### config.mk
export PLATFORM = sky130hd
export DESIGN_NAME = dispctl_top
export DESIGN_NICKNAME = d
export VERILOG_FILES = /design/src/rtl/dispctl_pkg.sv /design/src/rtl/dispctl_regs.sv /design/src/rtl/dispctl_frame_fsm.sv /design/src/rtl/dispctl_pin_mux.sv /design/src/rtl/dispctl_top.sv
export SDC_FILE = /design/constraint.sdc
export NUM_CORES = 1
export LEC_CHECK = 0
export CAP_MARGIN = 20
export CORE_MARGIN = 3
export CORE_UTILIZATION = 38
export CTS_CLUSTER_SIZE = 14
export DETAILED_ROUTE_END_ITERATION = 10
export HOLD_SLACK_MARGIN = 0.08
export PLACE_DENSITY = 0.83
export SLEW_MARGIN = 20
export SYNTH_ARGS = -nofsm -noshare
export SYNTH_HDL_FRONTEND = slang
export SYNTH_SLANG_ARGS = --single-unit
### constraint.sdc
create_clock -name clk -period 4.7 [get_ports clk]
set_input_delay 0.94 -clock clk [delete_from_list [all_inputs] [get_ports clk]]
set_output_delay 0.94 -clock clk [all_outputs]
set_load 0.1 [all_outputs]
### src/rtl/dispctl_pkg.sv
package dispctl_pkg;

  typedef struct packed {
    logic act;
    logic wide;
    logic dual;
    logic mono;
  } mode_t;

  localparam int CTRL_W = 6;

  function automatic logic [4:0] data_pins(mode_t m);
    logic two;
    two = m.dual && !m.act;
    if (!m.mono) return two ? 5'd16 : 5'd8;
    if (two) return 5'd8;
    return m.wide ? 5'd8 : 5'd4;
  endfunction

endpackage

### src/rtl/dispctl_regs.sv
module dispctl_regs
  import dispctl_pkg::*;
(
  input  logic              clk,
  input  logic              rst_n,
  input  logic              wr_en,
  input  logic              wr_sel,
  input  logic [CTRL_W-1:0] wr_data,
  input  logic              running,
  input  logic              set_done,
  output logic [CTRL_W-1:0] ctrl_q,
  output mode_t             mode_act,
  output logic              done_flag,
  output logic              irq
);

  logic ctrl_wr;
  assign ctrl_wr = wr_en && !wr_sel;

  always_ff @(posedge clk or negedge rst_n) begin
    if (!rst_n) begin
      ctrl_q   <= '0;
      mode_act <= '0;
    end else if (ctrl_wr) begin
      ctrl_q <= wr_data;
      // a disabling write during a frame must not disturb the live mode
      if (!running || wr_data[0])
        mode_act <= '{act: wr_data[5], wide: wr_data[3],
                      dual: wr_data[2], mono: wr_data[1]};
    end
  end

  always_ff @(posedge clk or negedge rst_n) begin
    if (!rst_n)
      done_flag <= 1'b0;
    else if (set_done)
      done_flag <= 1'b1;
    else if (wr_en && wr_sel && wr_data[0])
      done_flag <= 1'b0;
  end

  assign irq = done_flag && ctrl_q[4];

endmodule

### src/rtl/dispctl_frame_fsm.sv
module dispctl_frame_fsm #(
  parameter int LINES = 480,
  localparam int LW = $clog2(LINES)
) (
  input  logic          clk,
  input  logic          rst_n,
  input  logic          en,
  input  logic          step2,
  input  logic          line_done,
  output logic          running,
  output logic          frame_end,
  output logic          set_done,
  output logic [LW-1:0] line_idx
);

  localparam logic [LW:0] LINES_C = (LW+1)'(LINES);

  logic [LW:0] nxt;
  logic        last;

  assign nxt       = {1'b0, line_idx} + (step2 ? (LW+1)'(2) : (LW+1)'(1));
  assign last      = nxt >= LINES_C;
  assign frame_end = running && line_done && last;
  assign set_done  = frame_end && !en;

  always_ff @(posedge clk or negedge rst_n) begin
    if (!rst_n) begin
      running  <= 1'b0;
      line_idx <= '0;
    end else if (!running) begin
      line_idx <= '0;
      if (en) running <= 1'b1;
    end else if (line_done) begin
      line_idx <= last ? '0 : nxt[LW-1:0];
      if (last && !en) running <= 1'b0;
    end
  end

endmodule

### src/rtl/dispctl_pin_mux.sv
module dispctl_pin_mux #(
  parameter int NLO  = 8,
  parameter int NCTL = 4,
  parameter int NHI  = 8,
  localparam int NLCD = NLO + NCTL
) (
  input  logic            running,
  input  logic [4:0]      n_data,
  input  logic [NLCD-1:0] ctl_lcd,
  input  logic [NHI-1:0]  ctl_hi,
  input  logic [NLCD-1:0] gpio_lcd,
  input  logic [NHI-1:0]  gpio_hi,
  output logic [NLCD-1:0] own_lcd,
  output logic [NHI-1:0]  own_hi,
  output logic [NLCD-1:0] pad_lcd,
  output logic [NHI-1:0]  pad_hi
);

  localparam logic [4:0] WIDE_N = 5'(NLO + NHI);

  for (genvar i = 0; i < NLCD; i++) begin : g_lcd
    if (i < NLO) begin : g_data
      assign own_lcd[i] = running && (n_data > 5'(i));
    end else begin : g_ctl
      assign own_lcd[i] = running;
    end
    assign pad_lcd[i] = own_lcd[i] ? ctl_lcd[i] : gpio_lcd[i];
  end

  for (genvar j = 0; j < NHI; j++) begin : g_hi
    assign own_hi[j] = running && (n_data == WIDE_N);
    assign pad_hi[j] = own_hi[j] ? ctl_hi[j] : gpio_hi[j];
  end

endmodule

### src/rtl/dispctl_top.sv
module dispctl_top
  import dispctl_pkg::*;
#(
  parameter int LINES = 480,
  parameter int NCTL  = 4,
  localparam int NLO  = 8,
  localparam int NHI  = 8,
  localparam int NLCD = NLO + NCTL,
  localparam int LW   = $clog2(LINES)
) (
  input  logic              clk,
  input  logic              rst_n,
  input  logic              wr_en,
  input  logic              wr_sel,
  input  logic [CTRL_W-1:0] wr_data,
  input  logic              line_done,
  input  logic [NLCD-1:0]   ctl_lcd,
  input  logic [NHI-1:0]    ctl_hi,
  input  logic [NLCD-1:0]   gpio_lcd,
  input  logic [NHI-1:0]    gpio_hi,
  output logic [NLCD-1:0]   pad_lcd,
  output logic [NHI-1:0]    pad_hi,
  output logic [NLCD-1:0]   own_lcd,
  output logic [NHI-1:0]    own_hi,
  output logic [CTRL_W-1:0] ctrl_q,
  output logic              done_flag,
  output logic              irq,
  output logic              running,
  output logic              frame_end,
  output logic [LW-1:0]     line_idx,
  output logic [4:0]        n_data
);

  mode_t mode_act;
  logic  set_done;

  dispctl_regs regs_i (
    .clk, .rst_n, .wr_en, .wr_sel, .wr_data,
    .running, .set_done, .ctrl_q, .mode_act, .done_flag, .irq
  );

  dispctl_frame_fsm #(.LINES(LINES)) fsm_i (
    .clk, .rst_n,
    .en        (ctrl_q[0]),
    .step2     (mode_act.dual && !mode_act.act),
    .line_done,
    .running, .frame_end, .set_done, .line_idx
  );

  assign n_data = data_pins(mode_act);

  dispctl_pin_mux #(.NLO(NLO), .NCTL(NCTL), .NHI(NHI)) mux_i (
    .running, .n_data, .ctl_lcd, .ctl_hi, .gpio_lcd, .gpio_hi,
    .own_lcd, .own_hi, .pad_lcd, .pad_hi
  );

endmodule

==> flow_metrics.py, run 1 <==
metrics = {
    "floorplanning": {
        "fp.dieW_um": 71.9,
        "core_mm2": 0.00409,
        "rows": 23,
        "start_util": 0.404,
        "die-area_mm2": 0.00517,
        "die_h_um": 71.9,
        "io_pins": 115,
    },
    "worst_hold_path": {
        "hp-start": "regs_i.done_flag",
        "whs_endpoint": "regs_i.done_flag",
        "hold_class": "reg2reg",
        "hold_depth": 2,
    },
    "logic_synthesis": {
        "synthCells": 161,
        "yosysUniqueCellTypes": 53,
        "async_flop_share": 1.00,
        "synth-compound-area-share": 0.168,
        "ys_ff_latch": 21,
        "synthXorXnorAreaFrac": 0.0159,
        "synth.area.mux_share": 0.205,
        "synth_top_family_by_area": "multiplexers",
        "synthSimpleGateAreaFrac": 0.144,
        "synth_area_mm2": 0.00165,
        "synth-adder-area-share": 0.0273,
        "synth_edf_count": 0,
        "ys.flop_type": "dfrtp_1",
        "synth_warnings": 0,
        "ys_seq_area_frac": 0.319,
        "avgSynthCellArea_um2": 10.2,
    },
    "setup_path": {
        "r2r-end": "regs_i.done_flag",
        "critical_path_required_ns": 3.76,
        "cp_max_fo": 5,
        "rrSetupSlack_ns": 2.40,
        "reg2reg_from": "regs_i.mode_act[3]",
        "worstSetupPathType": "reg2out",
        "startpoint_type": "flop",
        "worst-r2r-cell-count": 8,
        "end_kind": "primary output",
        "cp.arrival_ns": 2.67,
    },
    "global_route": {
        "use_met2": 0.293,
        "grt-ovfl-total": 0,
        "grt_pass1_wl_um": 7180,
        "grt_pass1_vias": 1488,
        "gr-max-usage-layer": "met2",
        "grt_util_all_layers": 0.173,
        "use_met1": 0.226,
        "use_met3": 0.0393,
        "grt_start_max_net_pins": 30,
        "grt_antenna_before_repair": 0,
    },
    "timing": {
        "max_freq_mhz": 277,
        "post-route-period-util": 0.767,
        "max_slew_margin": 0.336,
        "setup_viol": 0,
        "setup_tns_ns": 0,
        "rsz0062_at_grt": "false",
        "min_period_ns": 3.61,
        "tightest_slew_ns": 0.994,
        "drv_slew": 0,
        "finalHoldViolCount": 0,
        "finClkSkew_ns": 0.00129,
    },
    "route": {
        "drtPass1Iterations": 4,
        "vias": 1521,
        "detail_route.wl_per_cell_um": 15.0,
        "wl_um": 4540,
        "antenna_left": 0,
        "drt_iter0_markers": 64,
        "viasPerCell": 5.04,
        "drc": 0,
    },
    "clock_network": {
        "cts_tree": "yes",
        "clock_sinks": 21,
        "clk_pin_slew_ns": 0.08,
        "clock_latency_ns": 0.26,
        "cts_setup_buffers": 0,
        "root_buffer": "clkbuf_8",
        "ctsResizeCount": 0,
        "cts_htree_levels": 1,
        "clock_path_buffers": 2,
        "ctsHoldBuffers": 0,
        "numCtsBuffers": 3,
    },
    "finish": {
        "drive_gt1_frac": 0.333,
        "final_cell_mix": "79 x clkdlybuf4s50_1, 34 x buf_4, 30 x mux2_2",
        "area_growth_pct": 60.0,
        "mostFrequentLayoutCell": "clkdlybuf4s50_1",
        "final_nets": 307,
        "fillers": 345,
        "postLayoutCellArea_mm2": 0.00264,
        "regArea_um2": 526,
        "diodes": 0,
        "multi_input_area_um2": 937,
    },
    "place": {
        "dp_hpwl_um": 3680,
        "dpl_cell_area_mm2": 0.00259,
        "routabilityCongestion": 0.845,
        "port_buffers": 112,
    },
    "job": {
        "maxCapViolCount": 0,
    },
    "status": {
        "status": "finished clean",
    },
    "power": {
        "p_comb_frac": 0.756,
        "swShare": 0.638,
        "p_leak_nw": 1.10,
        "clock_power_share": 0.071,
        "peakVddDrop_uv": 361,
        "power.switching_mw": 1.10,
        "power.density_mw_per_mm2": 656,
        "p_seq_frac": 0.174,
        "intPower_mw": 0.627,
    },
}
state kept, by name, indices dropped and copies added, names as in the netlist:
name	cells
fsm_i.line_idx	9
fsm_i.running	1
regs_i.ctrl_q	6
regs_i.done_flag	1
regs_i.mode_act	4
critical path, cell delays in order (launching register included):
cell and delay, ns:
dfrtp_1 0.35, nand2b_2 0.21, ha_1 0.23, inv_1 0.06
fa_1 0.40, and4b_2 0.35, o2111a_2 0.25, a21oi_2 0.06
nor3_2 0.16, buf_4 0.31
through the flow:
step | util | std cells | power, mW | setup slack, ns | hold WS, ns
floorplan | - | 162 | 1.36 | 0.227 | 0.471
global placement | 0.635 | 298 | 1.60 | 1.29 | 0.484
detailed placement | 0.635 | 298 | 1.61 | 1.21 | 0.485
CTS | 0.646 | 302 | 1.74 | 1.09 | 0.510
global route | 0.646 | 302 | 1.81 | 0.957 | 0.531
finish | 0.646 | 302 | 1.73 | 1.09 | 0.508
synthesized netlist by cell type, types with 3 or more instances:
| cell | number | area share |
|---|---|---|
| clkbuf_1 | 5 | 0.011 |
| o31ai_1 | 3 | 0.014 |
| nand2_1 | 7 | 0.016 |
| dfrtp_1 | 21 | 0.32 |
| buf_4 | 18 | 0.082 |
| a21oi_1 | 4 | 0.012 |
| inv_1 | 6 | 0.014 |
| mux2_2 | 30 | 0.20 |
| buf_2 | 3 | 0.0091 |
| a211oi_2 | 3 | 0.023 |
| nand3_1 | 8 | 0.024 |
| nor2_1 | 5 | 0.011 |
logic make-up after synthesis:
logic type                 after synthesis
and+or+nand+nor                         38
adders and majority gates                3
DFF                                     21
buffers and inverters                   33
AOI/OAI and AO/OA                       32
xor gates and xnor gates                 3
other                                    1
muxes                                   30
power groups by stage:
stage               Clock, mW  Sequential, mW  Combinational (mW)
global placement            0           0.303                1.30
global route            0.135           0.310                1.36
CTS                     0.123           0.300                1.31
floorplan                   0           0.587               0.769
detailed placement          0           0.303                1.31
finish                  0.122           0.301                1.31
how the worst max path moves through the flow:
stage,start,end,slack [ns],depth (start not counted)
after floorplan,fsm_i.line_idx[0],frame_end,0.23,7
after global placement,line_done,frame_end,1.29,4
after detailed placement,line_done,frame_end,1.21,4
after CTS,regs_i.mode_act[1],frame_end,1.09,9
after global routing,regs_i.mode_act[3],frame_end,0.96,9
final,regs_i.mode_act[3],frame_end,1.09,9
cell type report:
class	count	share of cell area
clock buffers	4	0.0171
inverters	6	0.00853
flip-flops and latches	21	0.199
well taps	50	0.0237
repair buffers	113	0.396
multi-input cells	108	0.355
metal layers:
| layer | vias to the layer above | part of all wire |
|---|---|---|
| met5 | - | 0 |
| met4 | 0 | 0.011 |
| met3 | 6 | 0.054 |
| met2 | 48 | 0.53 |
| met1 | 722 | 0.40 |
| li1 | 745 | - |
No activity file was read; power rests on OpenSTA's default activity.
==> run 2, diff against run 1 <==
CORE_UTILIZATION = 32   (was 38)
PLACE_DENSITY = 0.74   (was 0.83)
clock period = 3.3 ns   (was 4.7 ns; I/O delays follow)
==> run 2 against run 1 <==
Net effect: setup slack lost 0.97 ns; wire length grew 8.3%; hold slack gained 0.0039 ns; power grew 49%; core utilization shrank 4.9 points; clock power grew 41%; sequential power grew 49%; count of clock-buffer cells in the layout shrank 1; clock skew grew 0.0033 ns; non-clock buffer count grew 5; combinational power grew 50%; critical endpoint unchanged; largest power group unchanged.
==> flow_metrics.py, run 2 (same netlist as run 1, synthesis figures left out) <==
metrics = {
    "finish": {
        "diodes": 0,
        "area_growth_pct": 75.5,
        "multi_input_area_um2": 983,
        "regArea_um2": 534,
        "mostFrequentLayoutCell": "buf_4",
        "drive_gt1_frac": 0.486,
        "fillers": 405,
        "final_nets": 312,
        "regMostFlops": "fsm_i.line_idx",
        "postLayoutCellArea_mm2": 0.00289,
        "final_cell_mix": "51 x buf_4, 50 x clkdlybuf4s50_1, 26 x mux2_2",
        "largest_reg_flops": 9,
        "top_regs": "fsm_i.line_idx: 9 flops, regs_i.ctrl_q: 6 flops, regs_i.mode_act: 4 flops",
    },
    "floorplanning": {
        "die-area_mm2": 0.00605,
        "core_mm2": 0.00485,
        "start_util": 0.340,
        "io_pins": 115,
        "fp.dieW_um": 77.8,
        "die_h_um": 77.8,
        "rows": 25,
    },
    "global_route": {
        "grt_pass1_vias": 1531,
        "grt_util_all_layers": 0.153,
        "grt_start_max_net_pins": 31,
        "grt_antenna_before_repair": 0,
        "grt_pass1_wl_um": 7600,
        "grt-ovfl-total": 0,
    },
    "power": {
        "p_leak_nw": 1.23,
        "power.density_mw_per_mm2": 890,
        "peakVddDrop_uv": 566,
    },
    "setup_path": {
        "worstSetupPathType": "reg2out",
        "critPathTopFamily": "adder cells",
        "critPathSlowestCell": "dfrtp_1",
        "cp_max_fo": 5,
        "worst-r2r-cell-count": 9,
        "cp.arrival_ns": 2.52,
        "crit_cells": 10,
        "crit_chain": "nand2b_4 -> ha_2 -> inv_1 -> fa_1 -> and4b_2 -> buf_4 -> o22ai_2 -> a21oi_4 -> nor3_4 -> buf_12",
        "cp_slowest_stage_delay_ns": 0.41,
        "path_buf_inv": 3,
        "end_kind": "primary output",
        "critical_path_required_ns": 2.64,
        "startpoint_type": "flop",
    },
    "place": {
        "dpl_cell_area_mm2": 0.00282,
        "dp_hpwl_um": 4010,
        "port_buffers": 112,
        "routabilityCongestion": 0.811,
        "pre_cts_ws_ns": 0.272,
    },
    "timing": {
        "max_freq_mhz": 315,
        "finalHoldViolCount": 0,
        "max_slew_margin": 0.546,
        "post-route-period-util": 0.962,
        "finClkSkew_ns": 0.00461,
        "drv_slew": 0,
        "whs_ns": 0.512,
        "min_period_ns": 3.18,
        "setup_viol": 0,
        "worst_slack_ns": 0.124,
        "tightest_slew_ns": 0.679,
    },
    "route": {
        "detail_route.wl_per_cell_um": 15.2,
        "vias": 1556,
        "drtPass1Iterations": 4,
        "viasPerCell": 4.80,
        "drt_iter0_markers": 56,
        "antenna_left": 0,
        "drc": 0,
        "wl_um": 4910,
    },
    "job": {
        "maxCapViolCount": 0,
    },
    "clock_network": {
        "clk_pin_slew_ns": 0.08,
        "numCtsBuffers": 3,
        "ctsHoldBuffers": 0,
        "root_buffer": "clkbuf_8",
        "cts_htree_levels": 1,
        "clock_path_buffers": 2,
        "clock_sinks": 21,
        "cts_tree": "yes",
        "clock_latency_ns": 0.26,
    },
    "worst_hold_path": {
        "hold_class": "reg2reg",
        "hold_depth": 2,
    },
    "status": {
        "status": "finished clean",
    },
}
## run 2: area by class of cell
type                            instances  area share
Clock inverter                          1     0.00173
Sequential cell                        21       0.185
Timing Repair Buffer                  118       0.423
Multi-Input combinational cell        108       0.340
Tap cell                               67      0.0290
Inverter                                6     0.00778
Clock buffer                            3      0.0143
## run 2: per-layer routing
metal / up-vias / wire [um] / track usage
met5: - / 0 / 0
met4: 0 / 56 / 0.0320
met2: 64 / 2550 / 0.265
met1: 727 / 1990 / 0.197
met3: 6 / 318 / 0.0267
li1: 759 / - / -
## run 2: worst paths after layout
check                                   start                 end  slack (ns)
max                        regs_i.mode_act[1]           frame_end        0.12
min                          regs_i.done_flag    regs_i.done_flag        0.51
max reg2reg                regs_i.mode_act[1]   fsm_i.line_idx[2]        0.98
min reg2reg                  regs_i.done_flag    regs_i.done_flag        0.51
max in group asynchronous               rst_n  regs_i.mode_act[0]        1.92
min in group asynchronous               rst_n       fsm_i.running        0.81
## run 2: per-stage QoR
| step | cells | setup TNS [ns] | power, mW | utilization |
|---|---|---|---|---|
| 2_1_floorplan | 162 | -0.109 | 1.95 | - |
| 3_3_place_gp | 318 | 0 | 2.38 | 0.581 |
| 3_5_place_dp | 318 | 0 | 2.40 | 0.581 |
| 4_1_cts | 324 | 0 | 2.58 | 0.594 |
| 5_1_grt | 324 | -0.0244 | 2.68 | 0.597 |
| 6_report | 324 | 0 | 2.58 | 0.597 |
## run 2: worst min-delay path, delay by kind of cell (launching register included)
family	cells	cell delay [ns]
AOI/OAI and AO/OA	1	0.04
and+or+nand+nor	1	0.07
DFF	1	0.37
## run 2: report_power, final
| part | switching [mW] | internal [mW] |
|---|---|---|
| clock network | 0.0878 | 0.0841 |
| registers | 0.113 | 0.334 |
| logic | 1.41 | 0.545 |
## run 2: timing repair
item / CTS / global route
pin swaps: 0 / 1
resized for setup: 1 / 2
setup buffers: 2 / 0
endpoints found under the setup margin: 1 / 1
==> run 3, diff against run 2 <==
CORE_ASPECT_RATIO = 0.75   (was not set)
CORE_MARGIN = 5   (was 3)
SLEW_MARGIN = 30   (was 20)
==> run 3 against run 2 <==
Net effect: critical endpoint unchanged; sequential share of layout area about the same; final area decreased by 0.22%; flip-flop and latch count unchanged.
==> flow_metrics.py, run 3 (same netlist as run 1, synthesis figures left out) <==
metrics = {
    "global_route": {
        "grt_pass1_vias": 1510,
        "grt_pass1_wl_um": 8090,
        "grt-ovfl-total": 0,
        "grt_start_max_net_pins": 31,
        "grt_antenna_before_repair": 0,
        "grt_util_all_layers": 0.149,
    },
    "place": {
        "dp_hpwl_um": 4460,
        "routabilityCongestion": 0.787,
        "placedCellCount": 313,
        "port_buffers": 112,
    },
    "floorplanning": {
        "io_pins": 115,
        "rows": 22,
        "fp.dieW_um": 92.9,
        "die_h_um": 72.2,
        "start_util": 0.333,
        "die-area_mm2": 0.00670,
        "core_mm2": 0.00495,
    },
    "finish": {
        "diodes": 0,
        "instances_no_fill": 318,
        "utilization": 0.583,
        "area_growth_pct": 75.1,
        "regMostFlops": "fsm_i.line_idx",
        "largest_reg_flops": 9,
        "final_cell_mix": "52 x buf_4, 50 x clkdlybuf4s50_1, 26 x mux2_2",
        "mostFrequentLayoutCell": "buf_4",
        "final_nets": 313,
        "drive_gt1_frac": 0.492,
        "top_regs": "fsm_i.line_idx: 9 flops, regs_i.ctrl_q: 6 flops, regs_i.mode_act: 4 flops",
    },
    "timing": {
        "rsz0062_at_grt": "false",
        "max_freq_mhz": 319,
        "max_slew_margin": 0.516,
        "min_period_ns": 3.13,
        "finClkSkew_ns": 0.00397,
        "post-route-period-util": 0.949,
        "setup_viol": 0,
        "drv_slew": 0,
        "finalHoldViolCount": 0,
        "tightest_slew_ns": 0.724,
    },
    "route": {
        "drt_iter0_markers": 43,
        "detail_route.wl_per_cell_um": 16.9,
        "vias": 1592,
        "viasPerCell": 5.01,
        "antenna_left": 0,
        "drtPass1Iterations": 4,
        "wl_um": 5360,
        "drc": 0,
    },
    "setup_path": {
        "cp_slowest_stage_delay_ns": 0.41,
        "path_buf_inv": 2,
        "critical_path_required_ns": 2.64,
        "cp_max_fo": 5,
        "rrSetupSlack_ns": 1.06,
        "startpoint_type": "flop",
        "worstSetupPathType": "reg2out",
        "critPathTopFamily": "simple AND/OR/NAND/NOR gates",
        "crit_chain": "nand2b_4 -> ha_2 -> inv_1 -> fa_2 -> and4b_2 -> o2111a_2 -> a21oi_2 -> nor3_4 -> buf_12",
        "critPathSlowestCell": "dfrtp_1",
        "cp.arrival_ns": 2.47,
        "end_kind": "primary output",
    },
    "job": {
        "maxCapViolCount": 0,
    },
    "power": {
        "p_leak_nw": 1.23,
        "peakVddDrop_uv": 561,
        "power.density_mw_per_mm2": 896,
    },
    "clock_network": {
        "root_buffer": "clkbuf_8",
        "clock_path_buffers": 2,
        "clock_latency_ns": 0.26,
        "numCtsBuffers": 3,
        "cts_tree": "yes",
        "clock_sinks": 21,
        "clk_pin_slew_ns": 0.08,
        "cts_htree_levels": 1,
    },
    "status": {
        "status": "finished clean",
    },
    "worst_hold_path": {
        "hold_class": "reg2reg",
    },
}
[run 3: final timing paths]
path | to | from | cells after the start
max | frame_end | regs_i.mode_act[1] | 9
min | regs_i.ctrl_q[2] | regs_i.ctrl_q[2] | 1
max reg2reg | regs_i.done_flag | regs_i.mode_act[1] | 8
min reg2reg | regs_i.ctrl_q[2] | regs_i.ctrl_q[2] | 1
max in group asynchronous | fsm_i.line_idx[4] | rst_n | 2
min in group asynchronous | regs_i.ctrl_q[2] | rst_n | 1
[run 3: per-stage QoR]
step / power [mW] / hold WS (ns) / worst slack, ns / TNS [ns] / instance area (um^2)
floorplan: 1.95 / 0.364 / -0.109 / -0.109 / 1700
detailed placement: 2.42 / 0.500 / 0.288 / 0 / 2820
global route: 2.69 / 0.542 / 0.0447 / 0 / 2890
CTS: 2.60 / 0.518 / 0.0346 / 0 / 2880
global placement: 2.40 / 0.483 / 0.333 / 0 / 2820
finish: 2.59 / 0.514 / 0.169 / 0 / 2890
[run 3: area by class of cell]
| type | count | area, um^2 |
|---|---|---|
| Sequential cell | 21 | 534 |
| Timing Repair Buffer | 119 | 1230 |
| Clock inverter | 1 | 5.00 |
| Clock buffer | 3 | 41.3 |
| Fill cell | 428 | 2070 |
| Tap cell | 60 | 75.1 |
| Multi-Input combinational cell | 108 | 978 |
| Inverter | 6 | 22.5 |
[run 3: per-layer routing]
metal  routed length [um]  share of wire  GRT usage  vias to the layer above
met5                    0              0          0                        -
met4                   34         0.0063     0.0228                        0
met3                  571           0.11     0.0456                        6
met2                 2460           0.46      0.235                       83
met1                 2290           0.43      0.207                      738
li1                     -              -          -                      765
[run 3: power by group]
group | switching (mW) | internal [mW] | total, mW | leakage (nW)
clock network | 0.0875 | 0.0843 | 0.172 | 0.0255
logic | 1.42 | 0.553 | 1.97 | 0.969
registers | 0.113 | 0.335 | 0.448 | 0.240
total | 1.62 | 0.972 | 2.59 | 1.23
[run 3: timing repair]
| item | CTS | global route |
|---|---|---|
| buffers inserted | 0 | 1 |
| pin swaps | 0 | 1 |
| resized for setup | 2 | 1 |
| cloned | 0 | 0 |
| hold buffers | 0 | 0 |
| endpoints found under the setup margin | 1 | 1 |
